--- config.mk ---
export PLATFORM = sky130hd
export DESIGN_NAME = pport_dir
export DESIGN_NICKNAME = d
export VERILOG_FILES = /design/src/rtl/pport_pkg.sv /design/src/rtl/pport_sync.sv /design/src/rtl/pport_regs.sv /design/src/rtl/pport_rdmux.sv /design/src/rtl/pport_dir.sv
export SDC_FILE = /design/constraint.sdc
export NUM_CORES = 1
export LEC_CHECK = 0
export ABC_AREA = 1
export BUFFER_PORTS_ARGS = -buffer_cell sky130_fd_sc_hd__buf_4
export CAP_MARGIN = 10
export CORE_MARGIN = 2
export CORE_UTILIZATION = 50
export CTS_BUF_LIST = sky130_fd_sc_hd__clkbuf_4 sky130_fd_sc_hd__clkbuf_8
export DETAILED_ROUTE_END_ITERATION = 6
export PLACE_DENSITY = 0.76
export SLEW_MARGIN = 20
export SYNTH_ARGS = -nofsm -noshare
export SYNTH_HDL_FRONTEND = slang
export SYNTH_SLANG_ARGS = --single-unit
--- constraint.sdc ---
create_clock -name clk -period 3.04 [get_ports clk]
set_clock_uncertainty 0.15 [all_clocks]
set_input_delay 0.912 -clock clk [delete_from_list [all_inputs] [get_ports clk]]
set_output_delay 0.912 -clock clk [all_outputs]
set_load 0.005 [all_outputs]
--- src/rtl/pport_pkg.sv ---
package pport_pkg;
    typedef enum logic {
        WIN_DIR  = 1'b0,
        WIN_DATA = 1'b1
    } win_e;

    localparam int unsigned SEL_BIT = 2;
endpackage

--- src/rtl/pport_sync.sv ---
module pport_sync #(
    parameter int unsigned W      = 8,
    parameter int unsigned STAGES = 2
) (
    input  logic         clk,
    input  logic         rst_n,
    input  logic [W-1:0] d,
    output logic [W-1:0] q
);
    for (genvar b = 0; b < W; b++) begin : g_bit
        logic [STAGES-1:0] chain;
        always_ff @(posedge clk or negedge rst_n) begin
            if (!rst_n) chain <= '0;
            else        chain <= {chain[STAGES-2:0], d[b]};
        end
        assign q[b] = chain[STAGES-1];
    end
endmodule

--- src/rtl/pport_regs.sv ---
module pport_regs
    import pport_pkg::*;
#(
    parameter int unsigned W = 8
) (
    input  logic         clk,
    input  logic         rst_n,
    input  logic         wr_ctrl,
    input  logic         wr_win,
    input  logic [W-1:0] wdata,
    output logic [W-1:0] ctrl_q,
    output logic [W-1:0] dir_q,
    output logic [W-1:0] lat_q,
    output win_e         win_q
);
    win_e         win_d;
    logic [W-1:0] ctrl_rest;
    logic         ld_dir, ld_lat;

    // state register
    always_ff @(posedge clk or negedge rst_n) begin
        if (!rst_n) win_q <= WIN_DIR;
        else        win_q <= win_d;
    end

    // next state
    always_comb begin
        win_d = win_q;
        unique case (win_q)
            WIN_DIR:  if (wr_ctrl &&  wdata[SEL_BIT]) win_d = WIN_DATA;
            WIN_DATA: if (wr_ctrl && !wdata[SEL_BIT]) win_d = WIN_DIR;
            default:  win_d = WIN_DIR;
        endcase
    end

    // outputs of the machine: where a window write lands
    always_comb begin
        ld_dir = 1'b0;
        ld_lat = 1'b0;
        unique case (win_q)
            WIN_DIR:  ld_dir = wr_win;
            WIN_DATA: ld_lat = wr_win;
            default:  ld_dir = 1'b0;
        endcase
    end

    always_ff @(posedge clk or negedge rst_n) begin
        if (!rst_n) begin
            ctrl_rest <= '0;
            dir_q     <= '0;
            lat_q     <= '0;
        end else begin
            if (wr_ctrl) begin
                ctrl_rest          <= wdata;
                ctrl_rest[SEL_BIT] <= 1'b0;
            end
            if (ld_dir) dir_q <= wdata;
            if (ld_lat) lat_q <= wdata;
        end
    end

    always_comb begin
        ctrl_q          = ctrl_rest;
        ctrl_q[SEL_BIT] = (win_q == WIN_DATA);
    end
endmodule

--- src/rtl/pport_rdmux.sv ---
module pport_rdmux
    import pport_pkg::*;
#(
    parameter int unsigned W = 8
) (
    input  logic         rd_en,
    input  logic         addr,
    input  win_e         win,
    input  logic [W-1:0] ctrl,
    input  logic [W-1:0] dir,
    input  logic [W-1:0] lat,
    input  logic [W-1:0] pin_s,
    output logic [W-1:0] rdata
);
    logic [W-1:0] data_view;

    for (genvar b = 0; b < W; b++) begin : g_view
        assign data_view[b] = dir[b] ? lat[b] : pin_s[b];
    end

    always_comb begin
        rdata = '0;
        if (rd_en) begin
            if (addr)                 rdata = ctrl;
            else if (win == WIN_DATA) rdata = data_view;
            else                      rdata = dir;
        end
    end
endmodule

--- src/rtl/pport_dir.sv ---
module pport_dir
    import pport_pkg::*;
#(
    parameter int unsigned W        = 8,
    parameter int unsigned SYNC_LEN = 2
) (
    input  logic         clk,
    input  logic         rst_n,
    input  logic         cs,
    input  logic         addr,
    input  logic         rd,
    input  logic         wr,
    input  logic [W-1:0] wdata,
    output logic [W-1:0] rdata,
    output logic [W-1:0] pin_out,
    output logic [W-1:0] pin_oe,
    input  logic [W-1:0] pin_in
);
    logic         wr_ctrl, wr_win, rd_en;
    logic [W-1:0] ctrl_q, dir_q, lat_q, pin_s;
    win_e         win_q;
    logic         win_is_data;

    assign wr_ctrl     = cs & wr & addr;
    assign wr_win      = cs & wr & ~addr;
    assign rd_en       = cs & rd;
    assign win_is_data = (win_q == WIN_DATA);

    pport_sync #(.W(W), .STAGES(SYNC_LEN)) u_sync (
        .clk(clk), .rst_n(rst_n), .d(pin_in), .q(pin_s)
    );

    pport_regs #(.W(W)) u_regs (
        .clk(clk), .rst_n(rst_n), .wr_ctrl(wr_ctrl), .wr_win(wr_win),
        .wdata(wdata), .ctrl_q(ctrl_q), .dir_q(dir_q), .lat_q(lat_q),
        .win_q(win_q)
    );

    pport_rdmux #(.W(W)) u_rdmux (
        .rd_en(rd_en), .addr(addr), .win(win_q), .ctrl(ctrl_q),
        .dir(dir_q), .lat(lat_q), .pin_s(pin_s), .rdata(rdata)
    );

    assign pin_out = lat_q;
    assign pin_oe  = dir_q;
endmodule

# ---- Yosys cells after proc, flatten, opt, wreduce, memory -nomap -nowiden
# Cells that the tools add are included.
dict set report word_totals {
  word_cells 37
  reg_bits 40
}
dict set report classes {
  n_reduce_logical 3
  n_bitwise 6
  n_mux 16
}
# op n
set op_table {}
lappend op_table {{2-to-1 mux 8 bit} 3}
lappend op_table {{2-to-1 mux 1 bit} 12}
lappend op_table {{bitwise AND 1 bit} 4}
lappend op_table {{logical AND 1 bit} 2}
lappend op_table {{NOT 1 bit} 2}
lappend op_table {{case mux 1 bit (2 select lines)} 1}
lappend op_table {{zero test 1 bit} 1}

# ---- Depth between registers and ports, before layout
# Gate-level depths: netlist of run 1.
dict set report depth {
  depth_word 5
  ltp_mapped 6
}

# ---- Hierarchy
# A second synthesis of run 1 with hierarchy kept.
dict set report hier_totals {
  hier_cells 201
  area_unflattened_um2 1813.0
}
# mod cells_each area_per_inst_um2 seq_area_each_um2 instances
set modules_own_cells {}
lappend modules_own_cells {pport_regs 103 989.7 600.6 1}
lappend modules_own_cells {pport_sync 24 460.4 400.4 1}
lappend modules_own_cells {pport_rdmux 68 340.3 0.0 1}
lappend modules_own_cells {pport_dir 6 22.5 0.0 1}

# ---- Worst setup path before layout of run 1
# No wires, ideal clock.
dict set report synth_timing {
  kind {input port to output port}
  start {input addr}
  end {output rdata[4]}
  t_arrival_ps 1311
  path_slack_ps 667
  path_stages 4
  cell_sequence {inv_2 -> buf_6 -> o21ai_0 -> a21oi_1}
}
dict set report synth_via {
  elab_chain_cells 2
}
# element line
set synth_lines {}
lappend synth_lines {{start: declaration} pport_dir.sv:10} ;# input logic addr,
lappend synth_lines {{2-to-1 mux 8 bit} pport_rdmux.sv:24} ;# if (addr) rdata = ctrl;
lappend synth_lines {{2-to-1 mux 8 bit} pport_rdmux.sv:23} ;# if (rd_en) begin
lappend synth_lines {{end: declaration} pport_dir.sv:14} ;# output logic [W-1:0] rdata,
# No other way between the ends.

# ---- Final worst setup path of run 1
dict set report layout_timing {
  start {input cs}
  end {output rdata[1]}
}
dict set report layout_via {
  elab_chain_cells 2
}
# element line
set layout_lines {}
lappend layout_lines {{start: declaration} pport_dir.sv:9} ;# input logic cs,
lappend layout_lines {{bitwise AND 1 bit} pport_dir.sv:26} ;# assign rd_en = cs & rd;
lappend layout_lines {{2-to-1 mux 8 bit} pport_rdmux.sv:23}
# No other way between the ends.

==> flow_summary.yaml, run 1 <==
outcome:
  outcome: "finished, final reports clean"
cells_and_area:
  layout_commonest_cell: "nand2_1"
  syn_to_final_growth_pct: 24.5
  n_antenna_cell: 0
  multi_input_area_um2: 577
  fillers: 318
  seq_area_mm2: 0.00100
  finalNetCount: 260
  drive_above_1_share_pct: 28.5
  final_cell_mix: "73 x nand2_1, 45 x buf_4, 40 x dfrtp_1, 26 x inv_1, 16 x nand3_1"
  instances_no_fill: 285
flow_run:
  drv_cap: 0
placed_design:
  numPortBuffers: 45
  dp.cells: 277
  hpwlAfterDp_um: 2370
  place_congestion: 0.767
global_routing:
  grt_overflow: 0
  grt_usage_pct: 19.8
  grt_first_pass_wirelength_um: 5840
  antenna_found_initial: 0
  grt_start_max_net_pins: 41
  grt_pass1_vias: 1299
timing:
  fin_crit_ns: 2.81
  rsz0062_at_grt: "no"
  finalHoldViolations: 0
  slew-limit-headroom_pct: 54.8
  worstMarginPinSlew_ns: 0.677
  post-route-period-util_pct: 92.6
  hold_ws_ns: 0.209
  final.setup.tns_ns: 0
  setup_viol: 0
  fmax_mhz: 355
  slew_violations: 0
cts:
  cts.sinks: 40
  clk_latency_ns: 0.35
  cts_setup_buffers: 0
  cts_buffers: 5
  htree_levels: 2
  path_clk_slew_ns: 0.11
  clk_path_buf_depth: 2
  cts_resized: 0
  hold_buffers: 0
  cts_tree: "built"
  cts-root-buf: "clkbuf_4"
die:
  rows: 21
  num_io_pins: 46
  die_area_mm2: 0.00392
  die-height_um: 62.6
  core_mm2: 0.00331
  initial_core_util_pct: 51.9
  die_w_um: 62.6
yosys:
  ys_seq_area_share_pct: 58.2
  synthCells: 191
  synth_top_area_share_pct: 58.2
  syn_avg_cell_area_um2: 9.00
  syn_area_mm2: 0.00172
  synth_cell_types: 18
  ys_warn_count: 0
  ys_seq_elements: 40
  syn_nets: 213
  synth.largest_area_cell: "dfrtp_1"
  synth.area.top_cells: "dfrtp_1 58%, nand2_1 16%, inv_1 5.7%, nand3_1 4.7%, o21ai_2 3.6%"
route:
  vias: 1362
  drt_pass1_iterations: 4
  vias_per_cell: 4.78
  drc: 0
  wirelength_um: 3540
  wl_per_cell_um: 12.4
  drt_iter0_drc: 69
  ant_nets: 0
worst_hold_path:
  hold_class: "reg -> reg"
  min-delay-start: "u_sync.g_bit[5].chain[0]$_DFF_PN0_"
  min_to: "u_sync.g_bit[5].chain[1]$_DFF_PN0_"
  whs_path_depth: 0
power_and_ir_drop:
  total_power_mw: 1.30
  total_leakage_power_nw: 1.19
  peakVddDrop_mv: 0.426
  power_density_mw_per_mm2: 608
setup_path:
  r2r_slack_ns: 0.94
  crit_path_end_kind: "output port"
  critical_path_class: "in -> out"
  crit_required_ns: 1.98
  critPathArrivalTime_ns: 1.75
  worst-path-max-fanout: 7
  crit_path_start_kind: "input port"
  worstReg2RegEnd: "u_regs.lat_q[1]$_DFFE_PN0P_"
  worst_r2r_path_depth: 4
## worst max-delay path, cell delays in order
cell and delay (ns):
buf_4 0.11, nand2_1 0.07, inv_1 0.19, o21ai_0 0.13, a21oi_1 0.18, buf_4 0.14
## through the flow
stage                     setup WS (ns)  utilization, %  instance area, µm²
after global routing              0.111            64.7                2140
after CTS                         0.218            64.7                2140
after detailed placement          0.221            62.7                2070
after global placement            0.261            62.7                2070
final                             0.226            64.7                2140
after floorplan                   0.667               -                1720
## synthesized netlist by cell type, drive strengths merged
master and number:
buf 5, o21ai 14, nor2 2, inv 27, nor3 1, a21oi 9
nand2 76, nand3 17, dfrtp 40
## report_power, final
group | internal (mW) | total (mW) | switching (mW) | leakage [nW]
Sequential | 0.615 | 0.689 | 0.0745 | 0.483
Clock | 0.132 | 0.298 | 0.166 | 0.0394
Combinational | 0.162 | 0.315 | 0.153 | 0.668
Total | 0.908 | 1.30 | 0.394 | 1.19
## registers in the layout, summed over array words and instances, names as in the netlist, named ones only
name / cells
u_regs.ctrl_rest: 7
u_regs.lat_q: 8
u_sync.g_bit.chain: 16
u_regs.dir_q: 8
## cell families (layout without fill, tap and decap cells)
group,Yosys count,in the layout,synth area share [%]
flops,40,40,58.2
simple gates,96,96,25.1
buf+inv,32,80,8.22
compound gates,23,23,8.44
## worst max path at each step
stage	start	end	slack, ns	depth (start not counted)
finish	cs	rdata[1]	0.23	6
floorplan	addr	rdata[4]	0.67	4
global route	addr	rdata[2]	0.11	7
CTS	addr	rdata[2]	0.22	7
detailed placement	addr	rdata[2]	0.22	7
global placement	addr	rdata[2]	0.26	7
## layout make-up
class                           count  area share [%]
Clock buffer                        8            3.10
Inverter                           27            4.73
Multi-Input combinational cell    119            26.9
Sequential cell                    40            46.8
Tap cell                           46            2.69
Timing Repair Buffer               45            15.8
## layer usage
metal	vias up	wire length [µm]	share of wire, %	track usage (%)
met5	-	0	0	0
met3	5	191	5.4	5.59
met1	640	1520	43	23.8
li1	684	-	-	-
met2	33	1770	50	33.9
met4	0	53	1.5	7.22
Power figures use the tool's default switching activity.
==> inputs of run 2 (changes only) <==
--- a/config.mk
+++ b/config.mk
@@ -8,11 +8,14 @@
 export ABC_AREA = 1
 export BUFFER_PORTS_ARGS = -buffer_cell sky130_fd_sc_hd__buf_4
 export CAP_MARGIN = 10
+export CELL_PAD_IN_SITES_DETAIL_PLACEMENT = 2
+export CELL_PAD_IN_SITES_GLOBAL_PLACEMENT = 2
+export CORE_ASPECT_RATIO = 0.6
 export CORE_MARGIN = 2
-export CORE_UTILIZATION = 50
+export CORE_UTILIZATION = 34
 export CTS_BUF_LIST = sky130_fd_sc_hd__clkbuf_4 sky130_fd_sc_hd__clkbuf_8
 export DETAILED_ROUTE_END_ITERATION = 6
-export PLACE_DENSITY = 0.76
+export PLACE_DENSITY_LB_ADDON = 0.05
 export SLEW_MARGIN = 20
 export SYNTH_ARGS = -nofsm -noshare
 export SYNTH_HDL_FRONTEND = slang
==> run 2 against run 1 <==
Compared with the run above:
- clock-buffer cell count fell by 2
- final area up 4.1%
- largest power group unchanged
- cell count rose by 7.0%
- critical endpoint is now rdata[2]
- largest cell class unchanged
==> flow_summary.yaml, run 2 (synthesis gave the netlist of run 1 again) <==
global_routing:
  grt_start_max_net_pins: 41
  grt_first_pass_wirelength_um: 8050
  antenna_found_initial: 0
  grt_overflow: 0
  grt_pass1_vias: 1620
  grt_usage_pct: 19.4
setup_path:
  critPathArrivalTime_ns: 1.82
  crit_path_start_kind: "input port"
  worst-path-max-fanout: 16
  crit_path_end_kind: "output port"
  crit_required_ns: 1.98
  critical_path_class: "in -> out"
cells_and_area:
  final_cell_mix: "73 x nand2_1, 48 x buf_4, 40 x dfrtp_1, 26 x inv_1, 16 x nand3_1"
  layout_commonest_cell: "nand2_1"
  drive_above_1_share_pct: 29.3
  largest_reg_flops: 16
  n_antenna_cell: 0
  largest_register: "u_sync.g_bit.chain"
  reg_top3: "u_sync.g_bit.chain x16, u_regs.dir_q x8, u_regs.lat_q x8"
  instances_no_fill: 305
  finalCoreUtilization_pct: 47.4
  finalNetCount: 263
  syn_to_final_growth_pct: 29.7
route:
  drt_iter0_drc: 46
  wirelength_um: 4900
  vias: 1438
  wl_per_cell_um: 16.1
  vias_per_cell: 4.71
  drc: 0
  ant_nets: 0
  drt_pass1_iterations: 4
die:
  die_w_um: 95.8
  core_mm2: 0.00471
  initial_core_util_pct: 36.5
  die-height_um: 59.1
  num_io_pins: 46
  die_area_mm2: 0.00566
  rows: 19
placed_design:
  hpwlAfterDp_um: 3500
  place_congestion: 0.740
  dp.cells: 297
  numPortBuffers: 45
timing:
  worstMarginPinSlew_ns: 0.525
  final.setup.tns_ns: 0
  slew_violations: 0
  slew-limit-headroom_pct: 65.0
  rsz0062_at_grt: "no"
  post-route-period-util_pct: 94.9
  setup_viol: 0
  finalHoldViolations: 0
  fmax_mhz: 347
  fin_crit_ns: 2.88
cts:
  clk_latency_ns: 0.29
  cts.sinks: 40
  hold_buffers: 0
  cts_setup_buffers: 0
  path_clk_slew_ns: 0.07
  cts-root-buf: "clkbuf_8"
  htree_levels: 2
  cts_buffers: 5
  cts_tree: "built"
  cts_resized: 0
  clk_path_buf_depth: 2
power_and_ir_drop:
  total_leakage_power_nw: 1.22
  total_power_mw: 1.48
  peakVddDrop_mv: 0.278
  power_density_mw_per_mm2: 662
outcome:
  outcome: "finished, final reports clean"
flow_run:
  drv_cap: 0
worst_hold_path:
  hold_class: "reg -> reg"
run 2: changes by cell type in the layout (fill, tap and decap cells not counted):
cell,change
clkbuf_8,+4
bufinv_16,+1
clkinv_2,+1
buf_4,+3
clkbuf_4,-6
run 2: area by class of cell:
class                      count  area (µm²)
multi-input combinational    119         577
timing repair buffer          48         360
sequential                    40        1000
clock inverter                 2        35.0
fill                         537        2480
clock buffer                   6        76.3
tap                           63        78.8
inverter                      27         101
run 2: power by group:
group	total [mW]	switching [mW]	internal, mW
sequential	0.690	0.0747	0.615
clock	0.438	0.185	0.253
combinational	0.349	0.179	0.170
run 2: worst paths after layout:
path / from / to / slack (ns) / cells past startpoint
max: addr / rdata[2] / 0.16 / 7
min: u_sync.g_bit[7].chain[0]$_DFF_PN0_ / u_sync.g_bit[7].chain[1]$_DFF_PN0_ / 0.20 / 0
max reg2reg: flop / u_regs.lat_q[4]$_DFFE_PN0P_ / 1.37 / 4
min reg2reg: u_sync.g_bit[7].chain[0]$_DFF_PN0_ / u_sync.g_bit[7].chain[1]$_DFF_PN0_ / 0.20 / 0
max in group asynchronous: rst_n / u_regs.lat_q[6]$_DFFE_PN0P_ / 1.94 / 1
min in group asynchronous: rst_n / u_regs.lat_q[1]$_DFFE_PN0P_ / 0.44 / 1
run 2: stage by stage:
step / worst slack (ns) / hold slack [ns] / instance area (µm²)
after global routing: 0.0599 / 0.219 / 2230
after floorplan: 0.667 / 0.181 / 1720
after global placement: 0.255 / 0.181 / 2120
after detailed placement: 0.156 / 0.189 / 2120
after CTS: 0.158 / 0.206 / 2230
final: 0.156 / 0.203 / 2230
run 2: routing by layer:
layer / track usage [%] / share of wire (%)
met5: 0 / 0
met4: 4.69 / 0.78
met3: 5.47 / 4.8
met2: 33.2 / 47
met1: 24.6 / 47
run 2: critical path, cell delays in order:
cell and delay [ns]:
buf_4 0.15, inv_2 0.21, nand2_1 0.14, inv_1 0.08, nand2_1 0.05, a21oi_1 0.15
buf_4 0.13
==> inputs of run 3 (changes only) <==
--- a/config.mk
+++ b/config.mk
@@ -12,7 +12,7 @@
 export CELL_PAD_IN_SITES_GLOBAL_PLACEMENT = 2
 export CORE_ASPECT_RATIO = 0.6
 export CORE_MARGIN = 2
-export CORE_UTILIZATION = 34
+export CORE_UTILIZATION = 32
 export CTS_BUF_LIST = sky130_fd_sc_hd__clkbuf_4 sky130_fd_sc_hd__clkbuf_8
 export DETAILED_ROUTE_END_ITERATION = 6
 export PLACE_DENSITY_LB_ADDON = 0.05
@@ -20,3 +20,4 @@
 export SYNTH_ARGS = -nofsm -noshare
 export SYNTH_HDL_FRONTEND = slang
 export SYNTH_SLANG_ARGS = --single-unit
+export TNS_END_PERCENT = 5
==> constraint.sdc (replaced) <==
create_clock -name clk -period 2.83 [get_ports clk]
set_clock_uncertainty 0.15 [all_clocks]
set_input_delay 0.849 -clock clk [delete_from_list [all_inputs] [get_ports clk]]
set_output_delay 0.849 -clock clk [all_outputs]
set_load 0.005 [all_outputs]
==> run 3 against run 2 <==
Compared with the run above:
- register-to-register slack got worse by 0.56 ns
- critical path depth is the same
- sequential power increased by 6.8%
- non-clock buffer count shrank 2
- critical path type unchanged
- critical endpoint unchanged
==> flow_summary.yaml, run 3 (synthesis gave the netlist of run 1 again) <==
outcome:
  outcome: "finished, final reports clean"
global_routing:
  grt_pass1_vias: 1518
  antenna_found_initial: 0
  grt_usage_pct: 17.0
  grt_overflow: 0
  grt_start_max_net_pins: 41
  grt_first_pass_wirelength_um: 7510
route:
  vias_per_cell: 4.64
  wl_per_cell_um: 15.3
  ant_nets: 0
  vias: 1415
  drt_pass1_iterations: 4
  drc: 0
  drt_iter0_drc: 41
  wirelength_um: 4670
timing:
  slew_violations: 0
  post-route-period-util_pct: 95.9
  finalHoldViolations: 0
  fmax_mhz: 368
  worstMarginPinSlew_ns: 0.552
  slew-limit-headroom_pct: 63.2
  final.setup.tns_ns: 0
  rsz0062_at_grt: "no"
  fin_crit_ns: 2.71
  setup_viol: 0
  setup_ws_ns: 0.116
power_and_ir_drop:
  p_switching_mw: 0.460
  power_density_mw_per_mm2: 674
  combPwrFrac_pct: 24.8
  total_leakage_power_nw: 1.20
  switching_share_pct: 31.2
  peakVddDrop_mv: 0.204
  p_int_mw: 1.01
  sequentialPowerShare_pct: 50.0
  p_clk_share_pct: 25.2
placed_design:
  placed_cell_area_mm2: 0.00211
  place_congestion: 0.718
  place_ws_ns: 0.102
  numPortBuffers: 45
  hpwlAfterDp_um: 3390
setup_path:
  critical_path_class: "in -> out"
  crit_path_start_kind: "input port"
  critPathArrivalTime_ns: 1.71
  r2r_slack_ns: 0.81
  worst-path-max-fanout: 16
  crit_path_end_kind: "output port"
  worstReg2RegEnd: "u_regs.lat_q[6]$_DFFE_PN0P_"
  crit_start: "addr"
  worst_r2r_path_depth: 5
  crit_required_ns: 1.83
flow_run:
  drv_cap: 0
cells_and_area:
  fillers: 573
  n_antenna_cell: 0
  syn_to_final_growth_pct: 27.3
  final_area_mm2: 0.00219
  reg_top3: "u_sync.g_bit.chain x16, u_regs.dir_q x8, u_regs.lat_q x8"
  largest_reg_flops: 16
  layout_commonest_cell: "nand2_1"
  finalNetCount: 261
  drive_above_1_share_pct: 28.5
  largest_register: "u_sync.g_bit.chain"
  final_cell_mix: "73 x nand2_1, 46 x buf_4, 40 x dfrtp_1, 26 x inv_1, 16 x nand3_1"
die:
  die_area_mm2: 0.00599
  die_w_um: 98.6
  rows: 20
  core_mm2: 0.00513
  initial_core_util_pct: 33.5
  num_io_pins: 46
  die-height_um: 60.8
worst_hold_path:
  hold_class: "reg -> reg"
  min_to: "u_sync.g_bit[2].chain[1]$_DFF_PN0_"
  min-delay-start: "u_sync.g_bit[2].chain[0]$_DFF_PN0_"
  whs_path_depth: 0
cts:
  cts_tree: "built"
  hold_buffers: 0
  cts-root-buf: "clkbuf_8"
  clk_path_buf_depth: 2
  clk_latency_ns: 0.29
  cts_resized: 0
  cts.sinks: 40
  path_clk_slew_ns: 0.07
  htree_levels: 2
  cts_setup_buffers: 0
  cts_buffers: 5
-- run 3: metal layers --
layer	track usage (%)	share of wire [%]	vias up
li1	-	-	682
met1	20.6	47	698
met2	29.7	48	30
met3	4.95	4.3	5
met4	5.87	0.94	0
met5	0	0	-
-- run 3: area by class of cell --
class                      count  area [µm²]  share of cell area, %
sequential                    40        1000                   45.7
multi-input combinational    119         577                   26.4
timing repair buffer          46         345                   15.8
inverter                      27         101                   4.63
tap                           66        82.6                   3.77
clock buffer                   6        76.3                   3.49
clock inverter                 1        5.00                  0.229
-- run 3: critical path, stage by stage --
cell and delay [ns]:
buf_4 0.15, inv_2 0.21, nand2_1 0.11, inv_1 0.08
nand2_1 0.05, a21oi_1 0.14, buf_4 0.13
-- run 3: power groups by stage --
stage          logic [mW]  registers (mW)  clock network (mW)
5_1_grt             0.418           0.752               0.414
3_3_place_gp        0.359           0.741                   0
2_1_floorplan       0.182           0.733                   0
4_1_cts             0.378           0.741               0.392
6_report            0.366           0.737               0.372
3_5_place_dp        0.375           0.752                   0
-- run 3: worst max path at each step --
stage,to,slack [ns],cells past startpoint
3_5_place_dp,rdata[2],0.10,7
6_report,rdata[2],0.12,7
5_1_grt,rdata[2],0.01,7
4_1_cts,rdata[2],0.1,7
2_1_floorplan,rdata[4],0.58,4
3_3_place_gp,rdata[2],0.16,7
-- run 3: through the flow --
stage	utilization (%)	power (mW)	cells	hold WS, ns
floorplan	-	0.915	191	0.181
global placement	41.1	1.10	298	0.182
detailed placement	41.1	1.13	298	0.188
CTS	42.7	1.51	305	0.206
global route	42.7	1.58	305	0.211
finish	42.7	1.48	305	0.204
